===== src/rtl/dma_copy_pkg.sv =====
package dma_copy_pkg;

    typedef enum logic [2:0] {
        ST_IDLE     = 3'd0,
        ST_WAIT_GNT = 3'd1,
        ST_READ     = 3'd2,
        ST_CAPT     = 3'd3,
        ST_WRITE    = 3'd4,
        ST_RELEASE  = 3'd5
    } xfer_state_e;

    localparam logic [1:0] SEL_SRC  = 2'd0;
    localparam logic [1:0] SEL_DST  = 2'd1;
    localparam logic [1:0] SEL_CTRL = 2'd2;

    localparam int CTRL_EN_BIT  = 0;
    localparam int CTRL_CLR_BIT = 1;

endpackage


===== src/rtl/dma_cfg_regs.sv =====
module dma_cfg_regs
    import dma_copy_pkg::*;
#(
    parameter int AW = 16
) (
    input  logic          clk,
    input  logic          rst_n,
    input  logic          cfg_wr,
    input  logic [1:0]    cfg_sel,
    input  logic [AW-1:0] cfg_wdata,
    input  logic          copy_done,
    output logic [AW-1:0] src_addr,
    output logic [AW-1:0] dst_addr,
    output logic          enable,
    output logic          done
);

    typedef struct packed {
        logic [AW-1:0] src;
        logic [AW-1:0] dst;
        logic          en;
        logic          done;
    } cfg_t;

    cfg_t cfg_d, cfg_q;

    always_comb begin
        cfg_d = cfg_q;
        if (cfg_wr) begin
            case (cfg_sel)
                SEL_SRC:  cfg_d.src = cfg_wdata;
                SEL_DST:  cfg_d.dst = cfg_wdata;
                SEL_CTRL: begin
                    cfg_d.en = cfg_wdata[CTRL_EN_BIT];
                    if (cfg_wdata[CTRL_CLR_BIT]) cfg_d.done = 1'b0;
                end
                default: ;
            endcase
        end
        if (copy_done) cfg_d.done = 1'b1;
    end

    always_ff @(posedge clk) begin
        if (!rst_n) cfg_q <= '0;
        else        cfg_q <= cfg_d;
    end

    assign src_addr = cfg_q.src;
    assign dst_addr = cfg_q.dst;
    assign enable   = cfg_q.en;
    assign done     = cfg_q.done;

endmodule


===== src/rtl/dma_xfer_fsm.sv =====
module dma_xfer_fsm
    import dma_copy_pkg::*;
(
    input  logic        clk,
    input  logic        rst_n,
    input  logic        enable,
    input  logic        periph_req,
    input  logic        bus_gnt,
    output xfer_state_e state,
    output logic        bus_req,
    output logic        periph_ack,
    output logic        copy_done
);

    typedef struct packed {
        xfer_state_e st;
    } fsm_t;

    fsm_t fsm_d, fsm_q;

    always_comb begin
        fsm_d = fsm_q;
        case (fsm_q.st)
            ST_IDLE:     if (enable && periph_req && !bus_gnt) fsm_d.st = ST_WAIT_GNT;
            ST_WAIT_GNT: if (bus_gnt) fsm_d.st = ST_READ;
            ST_READ:     fsm_d.st = ST_CAPT;
            ST_CAPT:     fsm_d.st = ST_WRITE;
            ST_WRITE:    fsm_d.st = ST_RELEASE;
            ST_RELEASE:  if (!bus_gnt && !periph_req) fsm_d.st = ST_IDLE;
            default:     fsm_d.st = ST_IDLE;
        endcase
    end

    always_ff @(posedge clk) begin
        if (!rst_n) fsm_q <= '{st: ST_IDLE};
        else        fsm_q <= fsm_d;
    end

    assign state      = fsm_q.st;
    assign bus_req    = (fsm_q.st == ST_WAIT_GNT) || (fsm_q.st == ST_READ) ||
                        (fsm_q.st == ST_CAPT)     || (fsm_q.st == ST_WRITE);
    assign periph_ack = (fsm_q.st == ST_READ) || (fsm_q.st == ST_CAPT) ||
                        (fsm_q.st == ST_WRITE);
    assign copy_done  = (fsm_q.st == ST_WRITE);

endmodule


===== src/rtl/dma_datapath.sv =====
module dma_datapath
    import dma_copy_pkg::*;
#(
    parameter int AW = 16,
    parameter int DW = 16
) (
    input  logic          clk,
    input  logic          rst_n,
    input  xfer_state_e   state,
    input  logic [AW-1:0] src_addr,
    input  logic [AW-1:0] dst_addr,
    input  logic [DW-1:0] bus_rdata,
    output logic [AW-1:0] bus_addr,
    output logic          bus_re,
    output logic          bus_we,
    output logic [DW-1:0] bus_wdata
);

    typedef struct packed {
        logic [DW-1:0] word;
    } dp_t;

    dp_t dp_d, dp_q;

    always_comb begin
        dp_d = dp_q;
        if (state == ST_CAPT) dp_d.word = bus_rdata;
    end

    always_ff @(posedge clk) begin
        if (!rst_n) dp_q <= '0;
        else        dp_q <= dp_d;
    end

    always_comb begin
        bus_re    = (state == ST_READ);
        bus_we    = (state == ST_WRITE);
        bus_addr  = '0;
        bus_wdata = '0;
        if (bus_re) bus_addr = src_addr;
        if (bus_we) begin
            bus_addr  = dst_addr;
            bus_wdata = dp_q.word;
        end
    end

endmodule


===== src/rtl/dma_copy_ctrl.sv =====
module dma_copy_ctrl
    import dma_copy_pkg::*;
#(
    parameter int AW = 16,
    parameter int DW = 16
) (
    input  logic          clk,
    input  logic          rst_n,
    input  logic          cfg_wr,
    input  logic [1:0]    cfg_sel,
    input  logic [AW-1:0] cfg_wdata,
    input  logic          periph_req,
    output logic          periph_ack,
    output logic          bus_req,
    input  logic          bus_gnt,
    output logic [AW-1:0] bus_addr,
    output logic          bus_re,
    output logic          bus_we,
    output logic [DW-1:0] bus_wdata,
    input  logic [DW-1:0] bus_rdata,
    output logic          xfer_done
);

    logic [AW-1:0] src_addr;
    logic [AW-1:0] dst_addr;
    logic          enable;
    logic          copy_done;
    xfer_state_e   state;

    dma_cfg_regs #(.AW(AW)) u_cfg (
        .clk       (clk),
        .rst_n     (rst_n),
        .cfg_wr    (cfg_wr),
        .cfg_sel   (cfg_sel),
        .cfg_wdata (cfg_wdata),
        .copy_done (copy_done),
        .src_addr  (src_addr),
        .dst_addr  (dst_addr),
        .enable    (enable),
        .done      (xfer_done)
    );

    dma_xfer_fsm u_fsm (
        .clk        (clk),
        .rst_n      (rst_n),
        .enable     (enable),
        .periph_req (periph_req),
        .bus_gnt    (bus_gnt),
        .state      (state),
        .bus_req    (bus_req),
        .periph_ack (periph_ack),
        .copy_done  (copy_done)
    );

    dma_datapath #(.AW(AW), .DW(DW)) u_dp (
        .clk       (clk),
        .rst_n     (rst_n),
        .state     (state),
        .src_addr  (src_addr),
        .dst_addr  (dst_addr),
        .bus_rdata (bus_rdata),
        .bus_addr  (bus_addr),
        .bus_re    (bus_re),
        .bus_we    (bus_we),
        .bus_wdata (bus_wdata)
    );

endmodule


===== config.mk =====
export PLATFORM = sky130hd
export DESIGN_NAME = dma_copy_ctrl
export DESIGN_NICKNAME = d
export VERILOG_FILES = /design/src/rtl/dma_copy_pkg.sv /design/src/rtl/dma_cfg_regs.sv /design/src/rtl/dma_xfer_fsm.sv /design/src/rtl/dma_datapath.sv /design/src/rtl/dma_copy_ctrl.sv
export SDC_FILE = /design/constraint.sdc
export NUM_CORES = 1
export LEC_CHECK = 0
export ABC_AREA = 1
export BUFFER_PORTS_ARGS = -buffer_cell sky130_fd_sc_hd__buf_2
export CAP_MARGIN = 30
export CORE_MARGIN = 1.5
export CORE_UTILIZATION = 52
export CTS_BUF_LIST = sky130_fd_sc_hd__clkbuf_2
export DETAILED_ROUTE_END_ITERATION = 6
export PLACE_DENSITY = 0.82
export SLEW_MARGIN = 20
export SYNTH_ARGS = -nofsm -noshare
export SYNTH_HDL_FRONTEND = slang
export SYNTH_SLANG_ARGS = --single-unit

===== constraint.sdc =====
create_clock -name clk -period 1.2 [get_ports clk]
set_clock_uncertainty 0.05 [all_clocks]
set_input_delay 0.18 -clock clk [delete_from_list [all_inputs] [get_ports clk]]
set_output_delay 0.18 -clock clk [all_outputs]
set_load 0.1 [all_outputs]

==> results.cfg, run 1 <==
[yosys]
syn-instance-count = 302
synthTopCellsByCount = o21ai_0, dfxtp_1, nor2_1
synth_edf_count = 0
seq_area_frac_synth = 0.468
synth_nets = 341
yosys.area_share.adder = 0
yosys_warnings = 0
ys_seq_elements = 53
synth_compound_area_frac = 0.245
synth_mux_area_frac = 0
yosysTopAreaCell = dfxtp_1
synth-xor-area-share = 0
avgSynthCellArea_um2 = 7.51
synth_cell_types = 22
yosys.area_share.simple = 0.159
synth_top_area_frac = 0.468
synth_top_family_by_area = compound AO/OA/AOI/OAI gates
synthFlopType = dfxtp_1
synthTopCellsByArea = dfxtp_1, o21ai_0, nor2_1
async_flop_share = 0
synthesis.area_mm2 = 0.00227
yosysMostFrequentCell = o21ai_0

[status]
outcome = stopped before the end
error_line = [ERROR DPL-0038] Utilization greater than 100%, impossible to legalize
stop_stage = clock tree synthesis (4_1_cts)

[place]
io_buffers = 75
hpwl_um = 4530
gp_congestion = 0.892

[clocking]
h-tree-depth = 2
cts_root_buf = clkbuf_2
clock-sinks = 53
cts_buffer_depth = 2
post_cts_buffers = 3
ctsResizeCount = 57
holdBufCountCts = 33
cts_buffers = 5

[floorplan]
die_y_um = 69.0
rows = 23
start_util = 0.555
die_x_um = 69.0
io_pins = 76
==> cell families after synthesis <==
family                 count (synthesis)
AO/OA/AOI/OAI                        104
AND/OR/NAND/NOR                       83
buffers and inverters                 62
flip-flops                            53
==> stage by stage <==
step / setup TNS (ns) / area (um2) / std cells / setup slack (ns)
after floorplan: -15.75 / 2460 / 302 / -0.636
after global placement: -3.94 / 3570 / 433 / -0.126
after detailed placement: -6.25 / 3570 / 433 / -0.188
==> inputs of run 2 (changes only) <==
CORE_UTILIZATION = 40   (was 52)
CTS_BUF_LIST = not set   (was sky130_fd_sc_hd__clkbuf_2)
PLACE_DENSITY = not set   (was 0.82)
PLACE_DENSITY_LB_ADDON = 0.15   (was not set)
==> run 2 against run 1 <==
Synthesized area stayed put; the flow now finishes, with violations (negative setup slack); synthesized cell count unchanged.
==> results.cfg, run 2 <==
[status]
outcome = finished with violations
violations = negative setup slack

[worst_setup_path]
crit_path_max_incr_delay_ns = 0.38
cp-end-kind = output pin
cp-startpoint = u_fsm.state[0]
crit_top_cell = buf_12
slowest_stage = dfxtp_4
cp_max_fo = 10
rr_startpoint = u_fsm.state[2]
critPathTopFamily = flip-flops
crit_buf_inv = 2
crit_required_ns = 0.97
start_kind = flop
path_cells = nor2_4 -> nand2_4 -> buf_12 -> o21ai_4 -> buf_12
crit_type = reg2out
cp.arrival_ns = 1.47

[final_layout]
diodes = 0
syn2layout_area_growth_pct = 82.1
finalInstanceArea_mm2 = 0.00413
fin_util = 0.754
drive_above_1_share = 0.487
mostFrequentLayoutCells = dfxtp_1, buf_12, inv_1, buf_2, o21ai_0
layout.cells.most_common = dfxtp_1
final_nets = 434

[place]
io_buffers = 75
place_area_mm2 = 0.00357
gp_congestion = 0.790
hpwl_um = 4090

[yosys]
seq_area_frac_synth = 0.468
synthTopCellsByCount = o21ai_0, dfxtp_1, nor2_1
yosysMostFrequentCell = o21ai_0
synth_cell_types = 22
synthesis.area_mm2 = 0.00227
yosys_warnings = 0
async_flop_share = 0
synth_top_area_frac = 0.468
yosysTopAreaCell = dfxtp_1
synthFlopType = dfxtp_1
avgSynthCellArea_um2 = 7.51
syn-instance-count = 302
synth_edf_count = 0
ys_seq_elements = 53
synth_nets = 341
synthTopCellsByArea = dfxtp_1, o21ai_0, nor2_1

[global_routing]
grt_max_degree = 51
grt_pass1_vias = 2104
grt.total_usage = 0.199
grt_pass1_wl_um = 9690
grt_overflow = 0
antenna_found_initial = 0

[clocking]
clock-sinks = 53
clock_latency_ns = 0.30
holdBufCountCts = 0
cts_buffer_depth = 2
clkSlewWorstSetupHoldPaths_ns = 0.09
h-tree-depth = 2
cts_root_buf = clkbuf_8
cts_tree = built
cts_buffers = 5

[drt]
vias = 2316
antenna_left = 0
wl_um = 6830
dr.pass1.iters = 4
drc = 0
avgViaCountPerCell = 4.95
drt-initial-drc-count = 77
avgRoutedWirePerCell_um = 14.6

[floorplan]
core-area_mm2 = 0.00547
io_pins = 76
dieArea_mm2 = 0.00613
die_x_um = 78.3
die_y_um = 78.3
start_util = 0.414
rows = 27

[sta]
holdWs_ns = 0.0932
hold_viol = 0
min_period_ns = 1.70
max_clock_freq_mhz = 588
finalSetupViolations = 53
rsz0062_at_grt = true
setup_ws_ns = -0.501
relSlewSlack = 0.833
tightestPinTransition_ns = 0.250
finalMaxSlewViolations = 0
finalSetupTns_ns = -16.96
fin_crit_sh = 1.42

[run]
drv_cap = 0

[power]
peakVddDrop_v = 0.000540
p_leak_nw = 1.55
power.density_mw_per_mm2 = 785

[min_path]
hp-class = in2reg
hold_start = cfg_wdata[15]
## run 2: cell counts after synthesis
Identical to the previous run, type by type.
## run 2: cell type report
type                            count  area [um2]
Clock buffer                        7        96.3
Clock inverter                      1        5.00
Fill cell                         404        1350
Inverter                           45         179
Multi-Input combinational cell    187        1360
Sequential cell                    53        1070
Tap cell                           72        90.1
Timing Repair Buffer              101        1310
Timing Repair inverter              2        17.5
## run 2: repair_timing
action,4_1_cts,5_1_grt
pin swaps,3,7
setup endpoints to repair,40,55
setup buffers,1,4
hold endpoints to repair,0,0
gates cloned,2,4
resized for setup,39,50
## run 2: kinds of logic after synthesis
| logic type | count (synthesis) | share of synthesized area |
|---|---|---|
| buffers and inverters | 62 | 0.128 |
| and+or+nand+nor | 83 | 0.159 |
| AOI/OAI and AO/OA | 104 | 0.245 |
| DFF | 53 | 0.468 |
## run 2: final timing paths
kind                         to  slack, ns  depth (start not counted)
max                 bus_addr[0]      -0.50                          5
min          u_cfg.src_addr[15]       0.09                          3
max reg2reg        u_dp.dp_q[6]      -0.07                          7
min reg2reg        u_cfg.enable       0.41                          2
## run 2: per-layer routing
layer  global-route usage  up-vias  routed length [um]
li1                     -     1162                   -
met3               0.0442       10                 211
met4               0.0661        0                 107
met2                0.340       47                3560
met5                    0        -                   0
met1                0.248     1097                2950
## run 2: stage by stage
stage               power, mW  cells  setup slack (ns)
global route             3.38    468            -0.553
CTS                      3.23    460            -0.503
global placement         2.15    449            -0.143
detailed placement       2.16    449            -0.161
floorplan                2.03    302            -0.636
finish                   3.24    468            -0.501
## run 2: worst min-delay path: stages
cell	delay [ns]
buf_2	0.08
o21ai_0	0.07
nor2_1	0.07
## run 2: report_power, final
| part | switching, mW | leakage (nW) | total, mW | internal [mW] |
|---|---|---|---|---|
| Clock | 0.554 | 0.0542 | 1.08 | 0.522 |
| Combinational | 0.195 | 1.06 | 0.330 | 0.135 |
| Sequential | 0.0246 | 0.434 | 1.83 | 1.81 |
| Total | 0.774 | 1.55 | 3.24 | 2.47 |
No activity file was read; power rests on OpenSTA's default activity.
==> inputs of run 3 (changes only) <==
==> constraint.sdc (replaced) <==
create_clock -name clk -period 1.2 [get_ports clk]
set_clock_uncertainty 0.05 [all_clocks]
set_input_delay 0 -clock clk [delete_from_list [all_inputs] [get_ports clk]]
set_output_delay 0 -clock clk [all_outputs]
set_load 0.1 [all_outputs]
==> run 3 against run 2 <==
The flow still finishes with violations (negative setup slack); sequential power hardly changed; cell count is 6.8% higher; worst setup slack gained 0.20 ns; clock power shrank 7%; clock-buffer cell count down 2; maximum frequency rose by 14%; final area grew 6.5%; hold slack worse by 0.024 ns; sequential cell count did not move; power increased by 0.47%; combinational power increased by 28%; critical path type unchanged; highest routed layer unchanged.
==> results.cfg, run 3 (synthesis results as in run 2) <==
[drt]
avgRoutedWirePerCell_um = 14.2
vias = 2461
antenna_left = 0
avgViaCountPerCell = 4.92
wl_um = 7100
dr.pass1.iters = 4
drt-initial-drc-count = 126
drc = 0

[place]
place_inst = 444
place_worst_setup_slack_ns = -0.00264
io_buffers = 75
hpwl_um = 3850
gp_congestion = 0.798

[global_routing]
grt.total_usage = 0.210
antenna_found_initial = 0
grt_pass1_wl_um = 10200
grt_overflow = 0
grt_max_degree = 35
grt_pass1_vias = 2224

[clocking]
cts_root_buf = clkbuf_8
clkSlewWorstSetupHoldPaths_ns = 0.09
h-tree-depth = 2
cts_buffers = 5
cts_buffer_depth = 2
cts_tree = built
clock_latency_ns = 0.30
clock-sinks = 53

[worst_setup_path]
cp_max_fo = 13
crit_required_ns = 1.15
cp.arrival_ns = 1.45
start_kind = flop
crit_end = bus_addr[1]
r2r_setup_slack_ns = -0.11
rr_startpoint = u_fsm.state[2]
crit_type = reg2out
cp-startpoint = u_fsm.state[0]
r2r_cells = 7
cp-end-kind = output pin
r2r-end = u_dp.dp_q[7]

[sta]
rsz0062_at_grt = true
finalMaxSlewViolations = 0
setup_ws_ns = -0.299
finalSetupTns_ns = -10.22
min_period_ns = 1.50
tightestPinTransition_ns = 0.692
hold_viol = 0
fin_crit_sh = 1.25
max_clock_freq_mhz = 667
relSlewSlack = 0.539
finalSetupViolations = 52

[status]
violations = negative setup slack
outcome = finished with violations

[floorplan]
die_x_um = 78.3
die_y_um = 78.3
start_util = 0.414
rows = 27
io_pins = 76
core-area_mm2 = 0.00547
dieArea_mm2 = 0.00613

[final_layout]
n_fill_cell = 349
fin_cells = 500
diodes = 0
final_nets = 466
drive_above_1_share = 0.460
layout.cells.most_common = dfxtp_1
mostFrequentLayoutCells = dfxtp_1, inv_1, buf_12, buf_2, dlygate4sd3_1
syn2layout_area_growth_pct = 94.0

[min_path]
hp-class = in2reg
hold_start = periph_req

[power]
p_leak_nw = 1.66
power.density_mw_per_mm2 = 740
peakVddDrop_v = 0.000647

[run]
drv_cap = 0
-- run 3: how the worst min path moves through the flow --
| stage | endpoint | slack (ns) | cells past startpoint |
|---|---|---|---|
| floorplan | u_cfg.src_addr[1] | 0.09 | 2 |
| global placement | u_cfg.src_addr[12] | 0.21 | 3 |
| detailed placement | u_cfg.src_addr[13] | 0.22 | 3 |
| CTS | u_dp.dp_q[3] | 0.06 | 3 |
| global route | u_fsm.state[0] | 0.11 | 6 |
| finish | u_fsm.state[2] | 0.07 | 5 |
-- run 3: power breakdown --
| part | internal [mW] | switching, mW | leakage, nW |
|---|---|---|---|
| Combinational | 0.205 | 0.217 | 1.18 |
| Clock | 0.406 | 0.592 | 0.0482 |
| Sequential | 1.81 | 0.0260 | 0.434 |
| Total | 2.42 | 0.835 | 1.66 |
-- run 3: worst max-delay path, cell delays in order (launching register included) --
cell and delay [ns]:
dfxtp_4 0.37, nor2_4 0.14, nand2_4 0.09, buf_12 0.18
o21ai_4 0.17, buf_12 0.19
-- run 3: per-stage QoR --
stage	util	hold slack (ns)	instance area (um2)	power, mW
finish	0.804	0.0690	4400	3.26
CTS	0.745	0.0566	4080	3.20
detailed placement	0.639	0.216	3500	2.15
global placement	0.639	0.209	3500	2.14
global route	0.804	0.108	4400	3.38
floorplan	-	0.0932	2460	2.03
-- run 3: routing by layer --
metal / vias to the layer above / track usage / share of wire / wire (um)
li1: 1224 / - / - / -
met1: 1143 / 0.263 / 0.42 / 2980
met2: 78 / 0.374 / 0.52 / 3680
met3: 16 / 0.0291 / 0.041 / 288
met4: 0 / 0.0589 / 0.021 / 148
met5: - / 0 / 0 / 0
-- run 3: repair_timing --
| action | in CTS | in global routing |
|---|---|---|
| hold buffers | 35 | 0 |
| cloned | 2 | 2 |
| setup buffers | 4 | 5 |
| resized for setup | 30 | 71 |
| endpoints found under the setup margin | 36 | 67 |
| hold endpoints to repair | 49 | 0 |
| pin swaps | 1 | 2 |
-- run 3: area by class of cell --
class	count	area (um2)	share of cell area
tap	72	90.1	0.0205
timing repair inverter	2	17.5	0.00398
clock buffer	5	68.8	0.0156
inverter	45	179	0.0407
multi-input combinational	187	1390	0.317
clock inverter	3	16.3	0.00370
sequential	53	1070	0.244
timing repair buffer	133	1560	0.354
==> inputs of run 4 (changes only) <==
CAP_MARGIN = not set   (was 30)
SYNTH_HIERARCHICAL = 1   (was not set)
==> run 4 against run 3 <==
The run still ends with negative setup slack left; sequential power is essentially flat; clock-buffer cell count grew 1; register-to-register slack is essentially flat; worst setup slack lost 0.057 ns; largest cell class unchanged; largest power group unchanged.
==> results.cfg, run 4 <==
[status]
outcome = finished with violations
violations = negative setup slack

[clocking]
clock_latency_ns = 0.29
clock-sinks = 53
cts_tree = built
cts_buffers = 5
cts_root_buf = clkbuf_8
h-tree-depth = 2
clkSlewWorstSetupHoldPaths_ns = 0.09
cts_buffer_depth = 2

[drt]
drc = 0
avgRoutedWirePerCell_um = 11.5
avgViaCountPerCell = 4.64
drt-initial-drc-count = 116
antenna_left = 0
wl_um = 6480
vias = 2611
dr.pass1.iters = 4

[worst_setup_path]
r2r_cells = 9
cp.arrival_ns = 1.51
r2r_setup_slack_ns = -0.11
crit_type = reg2out
start_kind = flop
crit_end = bus_addr[10]
cp_max_fo = 8
rr_startpoint = u_fsm/state[0]
cp-end-kind = output pin
crit_required_ns = 1.15
cp-startpoint = u_fsm/state[0]
r2r-end = u_fsm/state[0]

[power]
swShare = 0.222
combPwrFrac = 0.106
p_leak_nw = 1.93
peakVddDrop_v = 0.000500
power.density_mw_per_mm2 = 781
pwr-share-seq = 0.533
power.total_mw = 3.45
cell_internal_pwr_mw = 2.68
p_clk_frac = 0.360
switchingPower_mw = 0.766

[yosys]
synth_nets = 398
synth_edf_count = 0
avgSynthCellArea_um2 = 6.68
yosys_warnings = 6
seq_area_frac_synth = 0.442
synthFlopType = dfxtp_1
synthTopCellsByArea = dfxtp_1, nor2_1, nand2_1
yosysMostFrequentCell = nor2_1
synth_cell_types = 24
async_flop_share = 0
yosysTopAreaCell = dfxtp_1
synth_top_area_frac = 0.442
syn-instance-count = 359
synthesis.area_mm2 = 0.00240
synthTopCellsByCount = nor2_1, nand2_1, dfxtp_1
ys_seq_elements = 53

[floorplan]
io_pins = 76
die_x_um = 80.4
rows = 28
die_y_um = 80.4
dieArea_mm2 = 0.00647
core-area_mm2 = 0.00585
start_util = 0.410

[sta]
max_clock_freq_mhz = 643
min_period_ns = 1.56
tightestPinTransition_ns = 0.483
finalMaxSlewViolations = 0
finalSetupViolations = 39
setup_ws_ns = -0.356
fin_crit_sh = 1.30
finalSetupTns_ns = -11.59
hold_viol = 0
rsz0062_at_grt = true
relSlewSlack = 0.680

[final_layout]
final_nets = 526
fin_util = 0.756
n_fill_cell = 421
diodes = 0
syn2layout_area_growth_pct = 84.3
drive_above_1_share = 0.377
mostFrequentLayoutCells = nor2_1, nand2_1, dfxtp_1, buf_2, buf_12
layout.cells.most_common = nor2_1

[run]
drv_cap = 0

[min_path]
hold_start = periph_req
hp-class = in2reg

[global_routing]
grt_overflow = 0
grt_pass1_wl_um = 10300
grt_pass1_vias = 2380
grt.total_usage = 0.200
grt_max_degree = 51
antenna_found_initial = 0

[place]
io_buffers = 75
hpwl_um = 4040
gp_congestion = 0.780
==> run 4: changes by cell type in the layout (fill, tap and decap cells not counted), sizes merged, moves of 2 or more <==
| cell | change |
|---|---|
| nand2 | +67 |
| o21ai | -34 |
| clkinv | -2 |
| a21oi | -32 |
| buf | +5 |
| nor3 | +2 |
| inv | -14 |
| nor2 | +67 |
==> run 4: kinds of logic (layout without fill, tap and decap cells) <==
group                  after synthesis  in the layout  share of synthesized area
AOI/OAI and AO/OA                   38             38                     0.0803
buffers and inverters               48            177                     0.0949
DFF                                 53             53                      0.442
and+or+nand+nor                    220            220                      0.382
==> run 4: routing by layer <==
layer,GRT usage,up-vias,share of wire
met5,0,-,0
met4,0.0431,0,0.011
met3,0.0227,6,0.028
met2,0.375,49,0.53
met1,0.242,1202,0.43
li1,-,1354,-
==> run 4: what timing repair did <==
action | 4_1_cts | 5_1_grt
gates cloned | 1 | 0
gates resized for setup | 26 | 28
hold endpoints to repair | 50 | 0
pin swaps | 2 | 8
setup buffers | 7 | 10
hold buffers | 35 | 0
setup endpoints to repair | 38 | 57
==> run 4: worst max-delay path, stage by stage (launching register included) <==
cell and delay [ns]:
dfxtp_4 0.37, buf_4 0.14, nor2_4 0.12, buf_6 0.13
buf_16 0.12, nand2_1 0.08, nand2_4 0.08, buf_12 0.16
==> run 4: worst min path at each step <==
stage / slack, ns / to / depth (start not counted)
6_report: 0.06 / u_fsm/state[2] / 5
2_1_floorplan: 0.07 / u_cfg/done / 2
4_1_cts: 0.04 / u_fsm/state[2] / 5
3_3_place_gp: 0.17 / u_dp/dp_q[15] / 3
3_5_place_dp: 0.18 / u_dp/dp_q[15] / 3
5_1_grt: 0.07 / u_fsm/state[2] / 5
==> run 4: layout make-up <==
cell class / instances / area (um2) / share of cell area
Sequential cell: 53 / 1070 / 0.243
Inverter: 33 / 146 / 0.0331
Tap cell: 75 / 93.8 / 0.0212
Timing Repair Buffer: 136 / 1550 / 0.351
Multi-Input combinational cell: 258 / 1440 / 0.325
Clock inverter: 2 / 36.3 / 0.00821
Clock buffer: 6 / 82.6 / 0.0187
==> run 4: power groups by stage <==
stage | Combinational (mW) | Clock [mW] | Sequential (mW)
5_1_grt | 0.409 | 1.35 | 1.85
2_1_floorplan | 0.151 | 0 | 1.87
6_report | 0.367 | 1.24 | 1.84
4_1_cts | 0.350 | 1.28 | 1.84
3_3_place_gp | 0.253 | 0 | 1.88
3_5_place_dp | 0.258 | 0 | 1.88
==> run 4: metrics by stage <==
step	cell area (um2)	instances	hold WS (ns)	worst slack [ns]
floorplan	2670	359	0.0742	-0.408
detailed placement	3680	504	0.178	-0.107
global placement	3680	504	0.174	-0.0561
CTS	4300	555	0.0440	-0.363
global route	4420	563	0.0683	-0.431
finish	4420	563	0.0637	-0.356
